--- src/rtl/hh_trip_pkg.sv ---
package hh_trip_pkg;

    typedef enum logic [1:0] {
        ST_IDLE = 2'd0,
        ST_RUN  = 2'd1,
        ST_TRIP = 2'd2,
        ST_HOLD = 2'd3
    } trip_state_e;

endpackage

--- src/rtl/hh_trip_cmp.sv ---
module hh_trip_cmp #(
    parameter int W = 16
) (
    input  logic [W-1:0] pv_i,
    input  logic [W-1:0] hh_limit_i,
    input  logic [W-1:0] reset_limit_i,
    output logic         over_hh_o,
    output logic         reset_ok_o
);

    // Unsigned compare: trip is inclusive, reset window is strict.
    always_comb begin
        over_hh_o  = (pv_i >= hh_limit_i);
        reset_ok_o = (pv_i < reset_limit_i) && !(pv_i >= hh_limit_i);
    end

endmodule

--- src/rtl/hh_trip_fsm.sv ---
module hh_trip_fsm
    import hh_trip_pkg::*;
(
    input  logic clk,
    input  logic rst_n,
    input  logic over_hh_i,
    input  logic reset_ok_i,
    input  logic ack_i,
    input  logic run_req_i,
    output logic run_cmd_o,
    output logic valve_open_o,
    output logic trip_o,
    output logic alarm_pulse_o
);

    trip_state_e state_q;
    trip_state_e state_d;

    // Next-state logic: the high-high condition outranks every other input.
    always_comb begin
        state_d = state_q;
        if (over_hh_i) begin
            state_d = ST_TRIP;                          // T_TRIP
        end else begin
            unique case (state_q)
                ST_IDLE: if (run_req_i)  state_d = ST_RUN;   // T_START
                ST_RUN:  if (!run_req_i) state_d = ST_IDLE;  // T_STOP
                ST_TRIP: if (ack_i && reset_ok_i)
                             state_d = run_req_i ? ST_HOLD    // T_CLEAR_HOLD
                                                 : ST_IDLE;   // T_CLEAR_IDLE
                ST_HOLD: if (!run_req_i) state_d = ST_IDLE;  // T_RELEASE
                default: state_d = ST_IDLE;
            endcase
        end
    end

    // State register
    always_ff @(posedge clk or negedge rst_n) begin
        if (!rst_n) state_q <= ST_IDLE;
        else        state_q <= state_d;
    end

    // Registered outputs, decoded from the next state
    always_ff @(posedge clk or negedge rst_n) begin
        if (!rst_n) begin
            run_cmd_o     <= 1'b0;
            valve_open_o  <= 1'b0;
            trip_o        <= 1'b0;
            alarm_pulse_o <= 1'b0;
        end else begin
            run_cmd_o     <= (state_d == ST_RUN);
            valve_open_o  <= (state_d == ST_RUN);
            trip_o        <= (state_d == ST_TRIP);
            alarm_pulse_o <= (state_d == ST_TRIP) && (state_q != ST_TRIP);
        end
    end

    assert_trip_sets_R2: assert property (@(posedge clk) disable iff (!rst_n)
        over_hh_i |=> trip_o);

    assert_trip_blocks_R3: assert property (@(posedge clk) disable iff (!rst_n)
        trip_o |-> (!run_cmd_o && !valve_open_o));

    assert_trip_latched_R4: assert property (@(posedge clk) disable iff (!rst_n)
        (trip_o && !ack_i) |=> trip_o);

    assert_reset_window_R5: assert property (@(posedge clk) disable iff (!rst_n)
        (trip_o && !reset_ok_i) |=> trip_o);

    assert_alarm_single_R7: assert property (@(posedge clk) disable iff (!rst_n)
        alarm_pulse_o |=> !alarm_pulse_o);

    assert_alarm_on_rise_R7: assert property (@(posedge clk) disable iff (!rst_n)
        $rose(trip_o) |-> alarm_pulse_o);

    assert_no_restart_R8: assert property (@(posedge clk) disable iff (!rst_n)
        $fell(trip_o) |-> !run_cmd_o);

    assert_run_needs_req_R9: assert property (@(posedge clk) disable iff (!rst_n)
        $rose(run_cmd_o) |-> $past(run_req_i));

endmodule

--- src/rtl/hh_trip_guard.sv ---
module hh_trip_guard #(
    parameter int PV_W = 16
) (
    input  logic            clk,
    input  logic            rst_n,
    input  logic [PV_W-1:0] pv_i,
    input  logic [PV_W-1:0] hh_limit_i,
    input  logic [PV_W-1:0] reset_limit_i,
    input  logic            ack_i,
    input  logic            run_req_i,
    output logic            run_cmd_o,
    output logic            valve_open_o,
    output logic            trip_o,
    output logic            alarm_pulse_o
);

    logic over_hh;
    logic reset_ok;

    hh_trip_cmp #(.W(PV_W)) u_cmp (
        .pv_i          (pv_i),
        .hh_limit_i    (hh_limit_i),
        .reset_limit_i (reset_limit_i),
        .over_hh_o     (over_hh),
        .reset_ok_o    (reset_ok)
    );

    hh_trip_fsm u_fsm (
        .clk           (clk),
        .rst_n         (rst_n),
        .over_hh_i     (over_hh),
        .reset_ok_i    (reset_ok),
        .ack_i         (ack_i),
        .run_req_i     (run_req_i),
        .run_cmd_o     (run_cmd_o),
        .valve_open_o  (valve_open_o),
        .trip_o        (trip_o),
        .alarm_pulse_o (alarm_pulse_o)
    );

    assert_reset_quiet_R1: assert property (@(posedge clk)
        !rst_n |-> (!run_cmd_o && !valve_open_o && !trip_o && !alarm_pulse_o));

    assert_trip_any_state_R10: assert property (@(posedge clk) disable iff (!rst_n)
        (pv_i >= hh_limit_i) |=> (trip_o && !run_cmd_o));

endmodule

--- config.mk ---
export PLATFORM = sky130hd
export DESIGN_NAME = hh_trip_guard
export DESIGN_NICKNAME = d
export VERILOG_FILES = /design/src/rtl/hh_trip_pkg.sv /design/src/rtl/hh_trip_cmp.sv /design/src/rtl/hh_trip_fsm.sv /design/src/rtl/hh_trip_guard.sv
export SDC_FILE = /design/constraint.sdc
export NUM_CORES = 1
export LEC_CHECK = 0
export BUFFER_PORTS_ARGS = -buffer_cell sky130_fd_sc_hd__buf_2
export CAP_MARGIN = 20
export CORE_MARGIN = 5
export CORE_UTILIZATION = 39
export DETAILED_ROUTE_END_ITERATION = 12
export HOLD_SLACK_MARGIN = 0.1
export PLACE_DENSITY = 0.76
export SYNTH_ARGS = -nofsm -noshare
export SYNTH_HDL_FRONTEND = slang
export SYNTH_SLANG_ARGS = --single-unit
--- constraint.sdc ---
create_clock -name clk -period 1.5 [get_ports clk]
set_input_delay 0.225 -clock clk [delete_from_list [all_inputs] [get_ports clk]]
set_output_delay 0.225 -clock clk [all_outputs]
set_load 0.01 [all_outputs]
Yosys cells after proc, flatten, opt, wreduce, memory -nomap -nowiden
Index checks and enable logic that the tools add are counted.
{"block": "word_totals", "inputBits": 52, "wordCells": 24, "register_bits": 5, "output_inout_bits": 4}
{"block": "classes", "muxes": 6, "n_reduce_logical": 6, "order_cmp": 2, "eq_ne": 6}
{"operator": "16-bit greater-or-equal comparator", "count": 1}
{"operator": "16-bit < comparator", "count": 1}
{"operator": "2-bit 2-to-1 mux", "count": 5}
{"operator": "2-bit equality test, second input constant", "count": 3}
{"operator": "2-bit case mux with 3 select lines", "count": 1}
{"operator": "2-bit by 1-bit equality test with 1-bit output, second input constant", "count": 2}
{"operator": "1-bit logical AND", "count": 3}
{"operator": "2-bit zero test", "count": 1}
{"operator": "2-bit != test, second input constant", "count": 1}
{"operator": "2-bit OR reduction", "count": 1}
{"operator": "1-bit zero test", "count": 1}

Logic depth before layout (Yosys ltp)
Gate-level depths: netlist of the first run.
{"block": "depth", "depth_word": 9, "ltp_mapped": 7, "depth_no_buf": 7}

Modules after synthesis
From an unflattened synthesis of the first run, not the netlist that was laid out.
{"block": "unflattened", "hier_cells": 121, "area_unflattened_um2": 1004.7}
{"mod": "hh_trip_cmp", "instances": 1, "area_per_inst_um2": 812.0, "cells_each": 107, "seq_area_each_um2": 0.0}
{"mod": "hh_trip_fsm", "instances": 1, "area_per_inst_um2": 192.7, "cells_each": 14, "seq_area_each_um2": 125.1}

Worst setup path before layout of the first run
Ideal clock, no wire load.
{"block": "synth_timing", "path_kind": "input-to-reg", "start": "input port hh_limit_i[2]", "end": "register u_fsm.state_q[1]", "setup_slack_ps": -317, "n_path_buf": 0, "required_ps": 1371, "path_stages": 7, "arrival_time_ps": 1688, "path_cell_list": "inv_1 ha_1 a211o_1 a31oi_1 o221ai_1 a211o_1 a2111o_1"}
{"block": "synth_via", "elab_chain_len": 7}
{"item": "from (decl)", "line": "hh_trip_guard.sv:7", "text": "input logic [PV_W-1:0] hh_limit_i,"}
{"item": "16-bit greater-or-equal comparator (*)", "line": "hh_trip_cmp.sv:13, hh_trip_cmp.sv:14"}
{"item": "1-bit zero test", "line": "hh_trip_cmp.sv:14", "text": "reset_ok_o = (pv_i < reset_limit_i) && !(pv_i >= hh_limit_i);"}
{"item": "1-bit logical AND", "line": "hh_trip_cmp.sv:14"}
{"item": "1-bit logical AND", "line": "hh_trip_fsm.sv:28", "text": "ST_TRIP: if (ack_i && reset_ok_i)"}
{"item": "2-bit 2-to-1 mux", "line": "hh_trip_fsm.sv:28"}
{"item": "2-bit case mux with 3 select lines", "line": "hh_trip_fsm.sv:25", "text": "unique case (state_q)"}
{"item": "2-bit 2-to-1 mux (*)", "line": "hh_trip_fsm.sv:22", "text": "if (over_hh_i) begin"}
{"item": "via u_fsm.state_d[1]", "line": "hh_trip_fsm.sv:17", "text": "trip_state_e state_d;"}
{"item": "to (signal assigned)", "line": "hh_trip_fsm.sv:40", "text": "else state_q <= state_d;"}
{"item": "to (decl)", "line": "hh_trip_fsm.sv:16", "text": "trip_state_e state_q;"}
The timed path passes the listed nets; every way through them passes the cells marked *.

Worst setup path after layout of the first run
{"block": "layout_timing", "start": "input port pv_i[1]", "end": "register u_fsm.state_q[1]"}
{"block": "layout_via", "elab_chain_len": 7, "elab_cells_between_ends": 8, "classes_between": "order compare: 2; mux: 3; reduce/logical: 3"}
{"item": "from (decl)", "line": "hh_trip_guard.sv:6", "text": "input logic [PV_W-1:0] pv_i,"}
{"item": "16-bit greater-or-equal comparator", "line": "hh_trip_cmp.sv:13, hh_trip_cmp.sv:14"}
{"item": "1-bit zero test", "line": "hh_trip_cmp.sv:14"}
{"item": "1-bit logical AND", "line": "hh_trip_cmp.sv:14"}
{"item": "1-bit logical AND", "line": "hh_trip_fsm.sv:28"}
{"item": "2-bit 2-to-1 mux", "line": "hh_trip_fsm.sv:28"}
{"item": "2-bit case mux with 3 select lines", "line": "hh_trip_fsm.sv:25"}
{"item": "2-bit 2-to-1 mux (*)", "line": "hh_trip_fsm.sv:22"}
{"item": "via u_fsm.state_d[1]", "line": "hh_trip_fsm.sv:17"}
Marks and branches as above.

==> results of run 1 <==
==> through the flow <==
| stage | utilization [%] | TNS (ps) | hold slack (ps) | power [uW] |
|---|---|---|---|---|
| 2_1_floorplan | - | -988.5 | -70.59 | 339.8 |
| 3_3_place_gp | 56.85 | -2242 | 38.60 | 489.0 |
| 3_5_place_dp | 56.85 | -2564 | 41.09 | 509.1 |
| 4_1_cts | 61.47 | -587.1 | 241.2 | 693.3 |
| 5_1_grt | 64.38 | -776.4 | 232.6 | 777.8 |
| 6_report | 64.38 | -690.2 | 265.7 | 709.2 |
==> final timing paths <==
| check | end | cells after the start | slack, ps |
|---|---|---|---|
| setup / recovery | u_fsm.state_q[1]$_DFF_PN0_ | 7 | -240 |
| hold / removal | u_fsm.state_q[1]$_DFF_PN0_ | 2 | 270 |
| setup reg to reg | u_fsm.state_q[0]$_DFF_PN0_ | 4 | -40 |
| hold reg to reg | u_fsm.run_cmd_o$_DFF_PN0_ | 2 | 570 |
| max in group asynchronous | u_fsm.state_q[1]$_DFF_PN0_ | 2 | 1050 |
| min in group asynchronous | u_fsm.alarm_pulse_o$_DFF_PN0_ | 2 | 320 |
==> cell usage in the layout (no fill, tap or decap), types with 2 or more instances in the layout <==
cell type	netlist	final
o21ai_0	3	3
inv_1	32	26
a21oi_1	11	10
nand4_1	4	4
buf_2	0	49
a21o_1	3	3
buf_6	0	5
nand3_1	2	2
buf_4	1	13
a211o_1	3	3
ha_4	0	6
dfrtp_1	5	5
ha_1	31	24
clkbuf_4	0	3
nand2_1	5	5
nor2_1	3	3
inv_2	0	4
or3_1	2	2
==> flip-flops by register name, indices dropped and copies added (netlist names) <==
register / count
u_fsm.alarm_pulse_o: 1
u_fsm.run_cmd_o: 1
u_fsm.state_q: 2
u_fsm.trip_o: 1
==> area by class of cell <==
class	count	area, um^2
fill	231	858.3
tap	30	37.54
timing repair buffer	69	424.2
sequential	5	125.1
clock buffer	4	26.28
multi-input combinational	82	803.3
inverter	32	135.1
==> worst reg2reg max path: stages (launching register included) <==
cell	delay (ps)
dfrtp_1	370
nand2b_1	170
or4_4	450
a2111oi_4	330
nor4b_1	90
==> routing by layer <==
metal | track usage (%) | vias up | part of all wire [%]
met4 | 2.848 | 0 | 1.1
met3 | 2.397 | 4 | 8.3
met2 | 30.42 | 43 | 53
met1 | 15.27 | 468 | 38
met5 | 0 | - | 0
li1 | - | 560 | -
==> timing repair <==
item                                   in CTS  in global routing
endpoints found under the hold margin       5                  0
hold buffers                                1                  0
gates resized for setup                    15                 12
setup endpoints to repair                   5                  5
buffers inserted                            1                  2
pin swaps                                   9                  7
==> power groups by stage <==
stage	logic [uW]	registers (uW)	clock network, uW
6_report	400	158	152
5_1_grt	444	160	174
4_1_cts	379	158	156
3_5_place_dp	350	159	0
3_3_place_gp	329	160	0
2_1_floorplan	175	165	0
==> cell families (layout without fill, tap and decap cells) <==
group | Yosys count | after routing | share of synthesized area, %
buffers and inverters | 33 | 105 | 13.33
adders and majority gates | 31 | 31 | 40.52
AOI/OAI and AO/OA | 26 | 26 | 18.17
and+or+nand+nor | 25 | 25 | 14.90
DFF | 5 | 5 | 13.07
==> qor.yml, run 1 <==
floorplanning:
  rows: 18
  core-area_um2: 2410
  die_w_um: 59.54
  die-area_um2: 3545
  dieHeight_um: 59.54
  io_pins: 56
  initial_core_util_pct: 39.72
clock_tree:
  insertion_delay_ps: 240
  clk_path_buf_depth: 2
  clkTransAtPathRegs_ps: 40
  cts_tree: "yes"
  cts_buffers: 3
  clock_sinks: 5
  cts-root-buf: "clkbuf_4"
  h-tree-depth: 1
timing:
  fin_crit_sh_pct: 116.2
  final_max_slew_viol_count: 0
  max_clock_freq_ghz: 0.5739
  worstMarginPinSlew_ps: 470.7
  finalWorstSetupSlack_ps: -242.4
  final-hold-violation-count: 0
  finalSetupViolations: 5
  slew_headroom_pct: 68.33
  clock_skew_ps: 0.2450
  rsz0062_at_grt: "true"
  finalWorstPathRequiredPeriod_ps: 1742
worst_setup_path:
  worst_setup_path_end_kind: "flop"
  critPathTopFamily: "compound AO/OA/AOI/OAI gates"
  worstPathRequired_ps: 1610
  slowest_delay_ps: 410
  crit_top_cell: "a211o_1"
  path_cells: "buf_2, ha_2, a211o_1, a31oi_1, o221ai_1, a211o_1, a2111o_1"
  worstSetupPathType: "in2reg"
  critPathSlowestCell: "a2111o_1"
  path_buf_inv: 1
  r2r-start: "u_fsm.state_q[0]$_DFF_PN0_"
  crit_arrival_ps: 1850
  cp_max_fo: 5
  start_kind: "input port"
  startpoint: "pv_i[1]"
outcome:
  status: "complete, but fails checks"
  violations: "setup timing"
pwr:
  switchingPower_uw: 241.0
  seqPwrFrac_pct: 22.2
  vdd.ir_drop.worst_v: 0.0002880
  power_frac_comb_pct: 56.3
  power_density_nw_per_um2: 457.1
  p_leak_uw: 0.0008989
  p_sw_share_pct: 33.99
  internal_power_uw: 468.2
  p_clk_share_pct: 21.4
placement:
  gp_congestion: 0.8399
  portBuffers: 55
  place_ws_ps: -597.2
  post_dp_cell_area_um2: 1370
  place_inst: 215
  hpwl_um: 2352
logic_synthesis:
  synthArstFlopShare_pct: 100.0
  synth_ff_type: "dfrtp_1"
  yosysTopAreaCell: "ha_1"
  ys_seq_elements: 5
  ys_top_cells_by_area: "ha_1 (41%), dfrtp_1 (13%), inv_1 (13%)"
  yosys.area.top_type_share_pct: 40.52
  synth_seq_area_share_pct: 13.07
  synth-edff-count: 0
  synth.avg_cell_area_um2: 7.976
  ys_types: 28
  synth_most_common_cell: "inv_1"
  synthesis.nets: 203
  netlist_area_um2: 957.2
  synthCells: 120
  synthTopCellsByCount: "inv_1 (32), ha_1 (31), a21oi_1 (11)"
  synth-warning-count: 0
global_routing:
  grt_overflow_total: 0
  grt_max_degree: 6
  grt_pass1_wl_um: 4098
  grt_use_total_pct: 14.79
  antenna_found_initial: 0
  grt_pass1_vias: 1100
layout:
  stdcell_count: 222
  nNetsFinal: 276
  n_antenna_cell: 0
  syn_to_final_growth_pct: 62.09
  post-route-cell-area_um2: 1551
  drive_gt1_share_pct: 45.83
drt:
  via_count: 1075
  dr.first_iter.drc_count: 16
  ant_nets: 0
  first_pass_iters: 3
  drt-vias-per-instance: 4.842
  drc: 0
  wirelength_um: 2748
  post_drt_wl_per_cell_um: 12.38
worst_hold_path:
  hp-class: "in2reg"
  worstHoldStart: "run_req_i"
run:
  cap_violations: 0
Note: power is estimated with default switching activity, not from simulation.
==> inputs of run 2 (changes only) <==
--- a/config.mk
+++ b/config.mk
@@ -15,3 +15,4 @@
 export SYNTH_ARGS = -nofsm -noshare
 export SYNTH_HDL_FRONTEND = slang
 export SYNTH_SLANG_ARGS = --single-unit
+export TNS_END_PERCENT = 5
==> qor.yml, run 2 (synthesized netlist as in run 1, its figures left out) <==
timing:
  final_max_slew_viol_count: 0  # unchanged
  final-hold-violation-count: 0  # unchanged
  fin_crit_sh_pct: 113.7  # -2.5 points
  finalWorstSetupSlack_ps: -205.5  # +36.92 ps
  finalSetupViolations: 3  # -2
  clock_skew_ps: 2.956  # +2.711 ps
  worstMarginPinSlew_ps: 475.3  # +4.617 ps
  rsz0062_at_grt: "true"
  finalWorstPathRequiredPeriod_ps: 1706  # -36.92 ps
  slew_headroom_pct: 68.02  # -0.31 points
  max_clock_freq_ghz: 0.5863  # +2.2%
clock_tree:
  cts_tree: "yes"
  clkTransAtPathRegs_ps: 40  # about the same
  clock_sinks: 5  # unchanged
  h-tree-depth: 1  # unchanged
  cts-root-buf: "clkbuf_4"
  insertion_delay_ps: 240  # about the same
  clk_path_buf_depth: 2  # unchanged
  cts_buffers: 3  # unchanged
layout:
  nNetsFinal: 277  # +0.36%
  syn_to_final_growth_pct: 54.90
  post-route-cell-area_um2: 1483  # -4.4%
  drive_gt1_share_pct: 41.45  # -4.4 points
  final_core_util_pct: 61.53  # -2.9 points
  final_cell_mix: "buf_2 (52), inv_1 (30), ha_1 (28)"
  stdcell_count: 223  # +0.45%
  regMostFlops: "u_fsm.state_q"
  largest_register_ffs: 2  # unchanged
  n_antenna_cell: 0  # unchanged
  final_common_cell: "buf_2"
pwr:
  internal_power_uw: 451.2  # -3.6%
  power_frac_comb_pct: 54.2  # -2.1 points
  seqPwrFrac_pct: 23.3  # +1.1 points
  p_clk_share_pct: 22.5  # +1.1 points
  vdd.ir_drop.worst_v: 0.0002716  # -5.7%
  p_sw_share_pct: 33.25  # -0.74 points
  p_leak_uw: 0.0009011  # +0.24%
  switchingPower_uw: 224.7  # -6.8%
  power_density_nw_per_um2: 455.9  # -0.27%
worst_setup_path:
  start_kind: "input port"
  crit_top_cell: "a211o_1"
  worst_setup_path_end_kind: "flop"
  worstPathRequired_ps: 1610  # about the same
  path_cells: "buf_8, inv_12, ha_4, a211o_1, a31oi_1, o221ai_1, a211o_1, a2111o_1"
  critPathTopFamily: "compound AO/OA/AOI/OAI gates"
  critPathSlowestCell: "a2111o_1"
  path_buf_inv: 2  # +1
  crit_arrival_ps: 1810  # -40 ps
  cp_max_fo: 5  # unchanged
  slowest_delay_ps: 410  # about the same
  worstSetupPathType: "in2reg"
drt:
  top_layer_used: "met3"
  drc: 0  # unchanged
  dr.first_iter.drc_count: 21  # +5
  drt-vias-per-instance: 4.798  # -0.91%
  m1WireLength_um: 983  # -5.0%
  post_drt_wl_per_cell_um: 11.04  # -11%
  ant_nets: 0  # unchanged
  wl_met2_um: 1260  # -13%
  wirelength_um: 2463  # -10%
  first_pass_iters: 4  # +1
  via_count: 1070  # -0.47%
  wl_met3_um: 220  # -3.9%
global_routing:
  antenna_found_initial: 0  # unchanged
  grt_max_degree: 6  # unchanged
  grt_use_total_pct: 15.50  # +0.71 points
  grt_pass1_vias: 1125  # +2.3%
  grt_pass1_wl_um: 4326  # +5.6%
  grt_overflow_total: 0  # unchanged
placement:
  portBuffers: 55  # unchanged
  hpwl_um: 2308  # -1.9%
  post_dp_cell_area_um2: 1385  # +1.1%
  gp_congestion: 0.8210  # -2.3%
  place_inst: 217  # +0.93%
run:
  cap_violations: 0  # unchanged
floorplanning:
  die-area_um2: 3545  # unchanged
  initial_core_util_pct: 39.72  # unchanged
  dieHeight_um: 59.54  # unchanged
  die_w_um: 59.54  # unchanged
  core-area_um2: 2410  # unchanged
  rows: 18  # unchanged
  io_pins: 56  # unchanged
outcome:
  violations: "setup timing"
  status: "complete, but fails checks"
worst_hold_path:
  hp-class: "in2reg"
## run 2: cell types whose count changed in the layout (fill, tap and decap cells not counted), moves of 3 or more
cell	change
ha_4	-4
inv_2	-3
buf_2	+3
buf_6	-3
inv_1	+4
ha_1	+4
## run 2: worst reg2reg max path: cells and delay by family (launching register included)
family | cells | cell delay (ps)
simple gates | 3 | 780
flops | 1 | 360
compound gates | 2 | 310
## run 2: path summary, 6_finish.rpt
path                                            start                          to  slack, ps  cells after the start
min reg2reg                u_fsm.state_q[1]$_DFF_PN0_   u_fsm.run_cmd_o$_DFF_PN0_        540                      2
max reg2reg                u_fsm.state_q[0]$_DFF_PN0_  u_fsm.state_q[0]$_DFF_PN0_        -80                      5
min in group asynchronous                       rst_n      u_fsm.trip_o$_DFF_PN0_        330                      2
max in group asynchronous                       rst_n  u_fsm.state_q[1]$_DFF_PN0_       1040                      2
min                                         run_req_i  u_fsm.state_q[1]$_DFF_PN0_        250                      2
max                                     hh_limit_i[2]  u_fsm.state_q[1]$_DFF_PN0_       -210                      8
## run 2: through the flow
stage	TNS, ps	total power (uW)	hold slack [ps]	setup WS (ps)
after global placement	-2255	493.2	38.21	-536.3
after global routing	-729.8	745.3	239.9	-267.9
after detailed placement	-2423	508.9	40.88	-583.6
after CTS	-437.0	686.4	234.7	-187.8
after floorplan	-988.5	339.8	-70.59	-296.5
final	-441.2	675.9	254.2	-205.5
## run 2: layout make-up
class	count	area [um^2]
repair buffers	70	412.9
fillers	220	927.1
inverters	32	132.6
flip-flops and latches	5	125.1
well taps	30	37.54
multi-input cells	82	748.2
clock buffers	4	26.28
## run 2: timing repair
| item | 4_1_cts | 5_1_grt |
|---|---|---|
| gates cloned | 0 | 0 |
| endpoints found under the setup margin | 5 | 5 |
| pin swaps | 7 | 1 |
| setup buffers | 1 | 0 |
| hold buffers | 1 | 0 |
| gates resized for setup | 10 | 1 |
| endpoints found under the hold margin | 5 | 0 |
## run 2: power by group through the flow
stage                     Clock, uW  Combinational [uW]  Sequential (uW)
after floorplan                   0                 175              165
after global placement            0                 333              160
after detailed placement          0                 349              160
after CTS                       159                 370              158
after global routing            165                 420              160
final                           152                 367              157
## run 2: routing by layer
layer	GRT usage (%)	vias up
met5	0	-
met4	3.797	0
met3	2.179	0
met2	29.17	41
met1	18.15	465
li1	-	564
==> inputs of run 3 (changes only) <==
--- a/config.mk
+++ b/config.mk
@@ -11,7 +11,8 @@
 export CORE_UTILIZATION = 39
 export DETAILED_ROUTE_END_ITERATION = 12
 export HOLD_SLACK_MARGIN = 0.1
-export PLACE_DENSITY = 0.76
+export MAX_ROUTING_LAYER = met4
+export PLACE_DENSITY = 0.74
 export SYNTH_ARGS = -nofsm -noshare
 export SYNTH_HDL_FRONTEND = slang
 export SYNTH_SLANG_ARGS = --single-unit
==> qor.yml, run 3 (synthesized netlist as in run 1, its figures left out) <==
drt:
  drt-vias-per-instance: 4.964  # +3.5%
  drc: 0  # unchanged
  ant_nets: 0  # unchanged
  via_count: 1107  # +3.5%
  first_pass_iters: 4  # unchanged
  post_drt_wl_per_cell_um: 11.52  # +4.3%
  wirelength_um: 2570  # +4.3%
  dr.first_iter.drc_count: 17  # -19%
worst_setup_path:
  path_cells: "buf_8, inv_12, ha_4, a211o_1, a31oi_1, o221ai_1, a211o_1, or3_1"
  slowest_delay_ps: 390  # -20 ps
  cp.depth: 8  # unchanged
  worst_setup_path_end_kind: "flop"
  path_buf_inv: 2  # unchanged
  worstSetupPathType: "in2reg"
  crit_arrival_ps: 1810  # about the same
  critPathSlowestCell: "or3_1"
  crit_top_cell: "a211o_1"
  cp_max_fo: 5  # unchanged
  start_kind: "input port"
  rr_worst_depth: 4  # -1
  worstPathRequired_ps: 1610  # about the same
  critPathTopFamily: "compound AO/OA/AOI/OAI gates"
timing:
  tns_ps: -453.1  # -11.92 ps
  clock_skew_ps: 3.503  # +0.5469 ps
  final-hold-violation-count: 0  # unchanged
  worstMarginPinSlew_ps: 478.0  # +2.715 ps
  finalWorstSetupSlack_ps: -200.0  # +5.529 ps
  finalWorstPathRequiredPeriod_ps: 1700  # -5.529 ps
  max_clock_freq_ghz: 0.5882  # +0.33%
  fin_crit_sh_pct: 113.3  # -0.37 points
  final_max_slew_viol_count: 0  # unchanged
  slew_headroom_pct: 67.84  # -0.18 points
  finalSetupViolations: 4  # +1
  rsz0062_at_grt: "true"
global_routing:
  grt_max_degree: 6  # unchanged
  grt_pass1_wl_um: 4485  # +3.7%
  grt_pass1_vias: 1165  # +3.6%
  antenna_found_initial: 0  # unchanged
  grt_use_total_pct: 16.26  # +0.76 points
  grt_overflow_total: 0  # unchanged
clock_tree:
  insertion_delay_ps: 240  # about the same
  clk_path_buf_depth: 2  # unchanged
  clkTransAtPathRegs_ps: 50  # about the same
  h-tree-depth: 1  # unchanged
  cts_tree: "yes"
  clock_sinks: 5  # unchanged
  cts_buffers: 3  # unchanged
  cts-root-buf: "clkbuf_4"
placement:
  hpwl_um: 2376  # +2.9%
  post_dp_cell_area_um2: 1393  # +0.54%
  portBuffers: 55  # unchanged
  place_ws_ps: -596.4  # -12.79 ps
  gp_congestion: 0.7865  # -4.2%
outcome:
  violations: "setup timing"
  status: "complete, but fails checks"
floorplanning:
  die_w_um: 59.54  # unchanged
  dieHeight_um: 59.54  # unchanged
  rows: 18  # unchanged
  core-area_um2: 2410  # unchanged
  io_pins: 56  # unchanged
  die-area_um2: 3545  # unchanged
  initial_core_util_pct: 39.72  # unchanged
layout:
  seqCellArea_um2: 125.1  # unchanged
  post-route-cell-area_um2: 1495  # +0.84%
  final_cell_mix: "buf_2 (51), inv_1 (30), ha_1 (28)"
  nNetsFinal: 277  # unchanged
  multi_input_comb_area_um2: 752.0  # +0.50%
  fill_cells: 233  # +5.9%
  final_common_cell: "buf_2"
  drive_gt1_share_pct: 41.97  # +0.52 points
  final_core_util_pct: 62.05  # +0.52 points
  syn_to_final_growth_pct: 56.21
  n_antenna_cell: 0  # unchanged
  largest_register_ffs: 2  # unchanged
  regMostFlops: "u_fsm.state_q"
pwr:
  p_leak_uw: 0.0009038  # +0.30%
  vdd.ir_drop.worst_v: 0.0003020  # +11%
  power_density_nw_per_um2: 458.1  # +0.49%
  p_total_uw: 684.9  # +1.3%
worst_hold_path:
  hp-class: "in2reg"
  hold_depth: 2  # unchanged
run:
  cap_violations: 0  # unchanged
run 3: metal layers:
| metal | global-route usage (%) | share of wire [%] | up-vias | wire length, um |
|---|---|---|---|---|
| li1 | - | - | 562 | - |
| met1 | 18.77 | 40 | 502 | 1040 |
| met2 | 29.95 | 52 | 43 | 1328 |
| met3 | 2.179 | 7.8 | 0 | 201 |
| met4 | 2.848 | 0 | 0 | 0 |
| met5 | - | 0 | - | 0 |
run 3: timing repair:
action,CTS,global route
hold endpoints to repair,5,0
buffers inserted,0,0
gates resized for setup,13,1
endpoints found under the setup margin,5,5
hold buffers,1,0
pin swaps,8,1
run 3: worst register-to-register path, stage by stage (launching register included):
cell       delay, ps
dfrtp_1          370
nand2b_1         160
or4_4            570
a2111oi_4        260
nor4b_1          100
run 3: layout make-up:
class / instances / area share (%)
flip-flops and latches: 5 / 8.368
clock buffers: 4 / 1.757
inverters: 32 / 9.038
repair buffers: 70 / 28.03
well taps: 30 / 2.510
multi-input cells: 82 / 50.29
run 3: path summary, 6_finish.rpt:
path / to / start / slack (ps)
worst max-delay path: u_fsm.trip_o$_DFF_PN0_ / hh_limit_i[2] / -200
worst min-delay path: u_fsm.state_q[1]$_DFF_PN0_ / run_req_i / 230
worst max register to register: u_fsm.state_q[0]$_DFF_PN0_ / u_fsm.state_q[0]$_DFF_PN0_ / -90
worst min register to register: u_fsm.run_cmd_o$_DFF_PN0_ / u_fsm.state_q[1]$_DFF_PN0_ / 560
max in group asynchronous: u_fsm.alarm_pulse_o$_DFF_PN0_ / rst_n / 1040
min in group asynchronous: u_fsm.trip_o$_DFF_PN0_ / rst_n / 330
run 3: metrics by stage:
stage / hold WS [ps] / std cells
finish: 234.3 / 223
global route: 234.4 / 223
CTS: 231.9 / 223
detailed placement: 45.38 / 218
global placement: 37.42 / 218
floorplan: -70.59 / 120
run 3: where the power goes:
part           switching [uW]  internal [uW]  total [uW]
Sequential               6.16            151         158
Combinational             171            202         373
Clock                    54.3            101         155
Total                     231            454         685
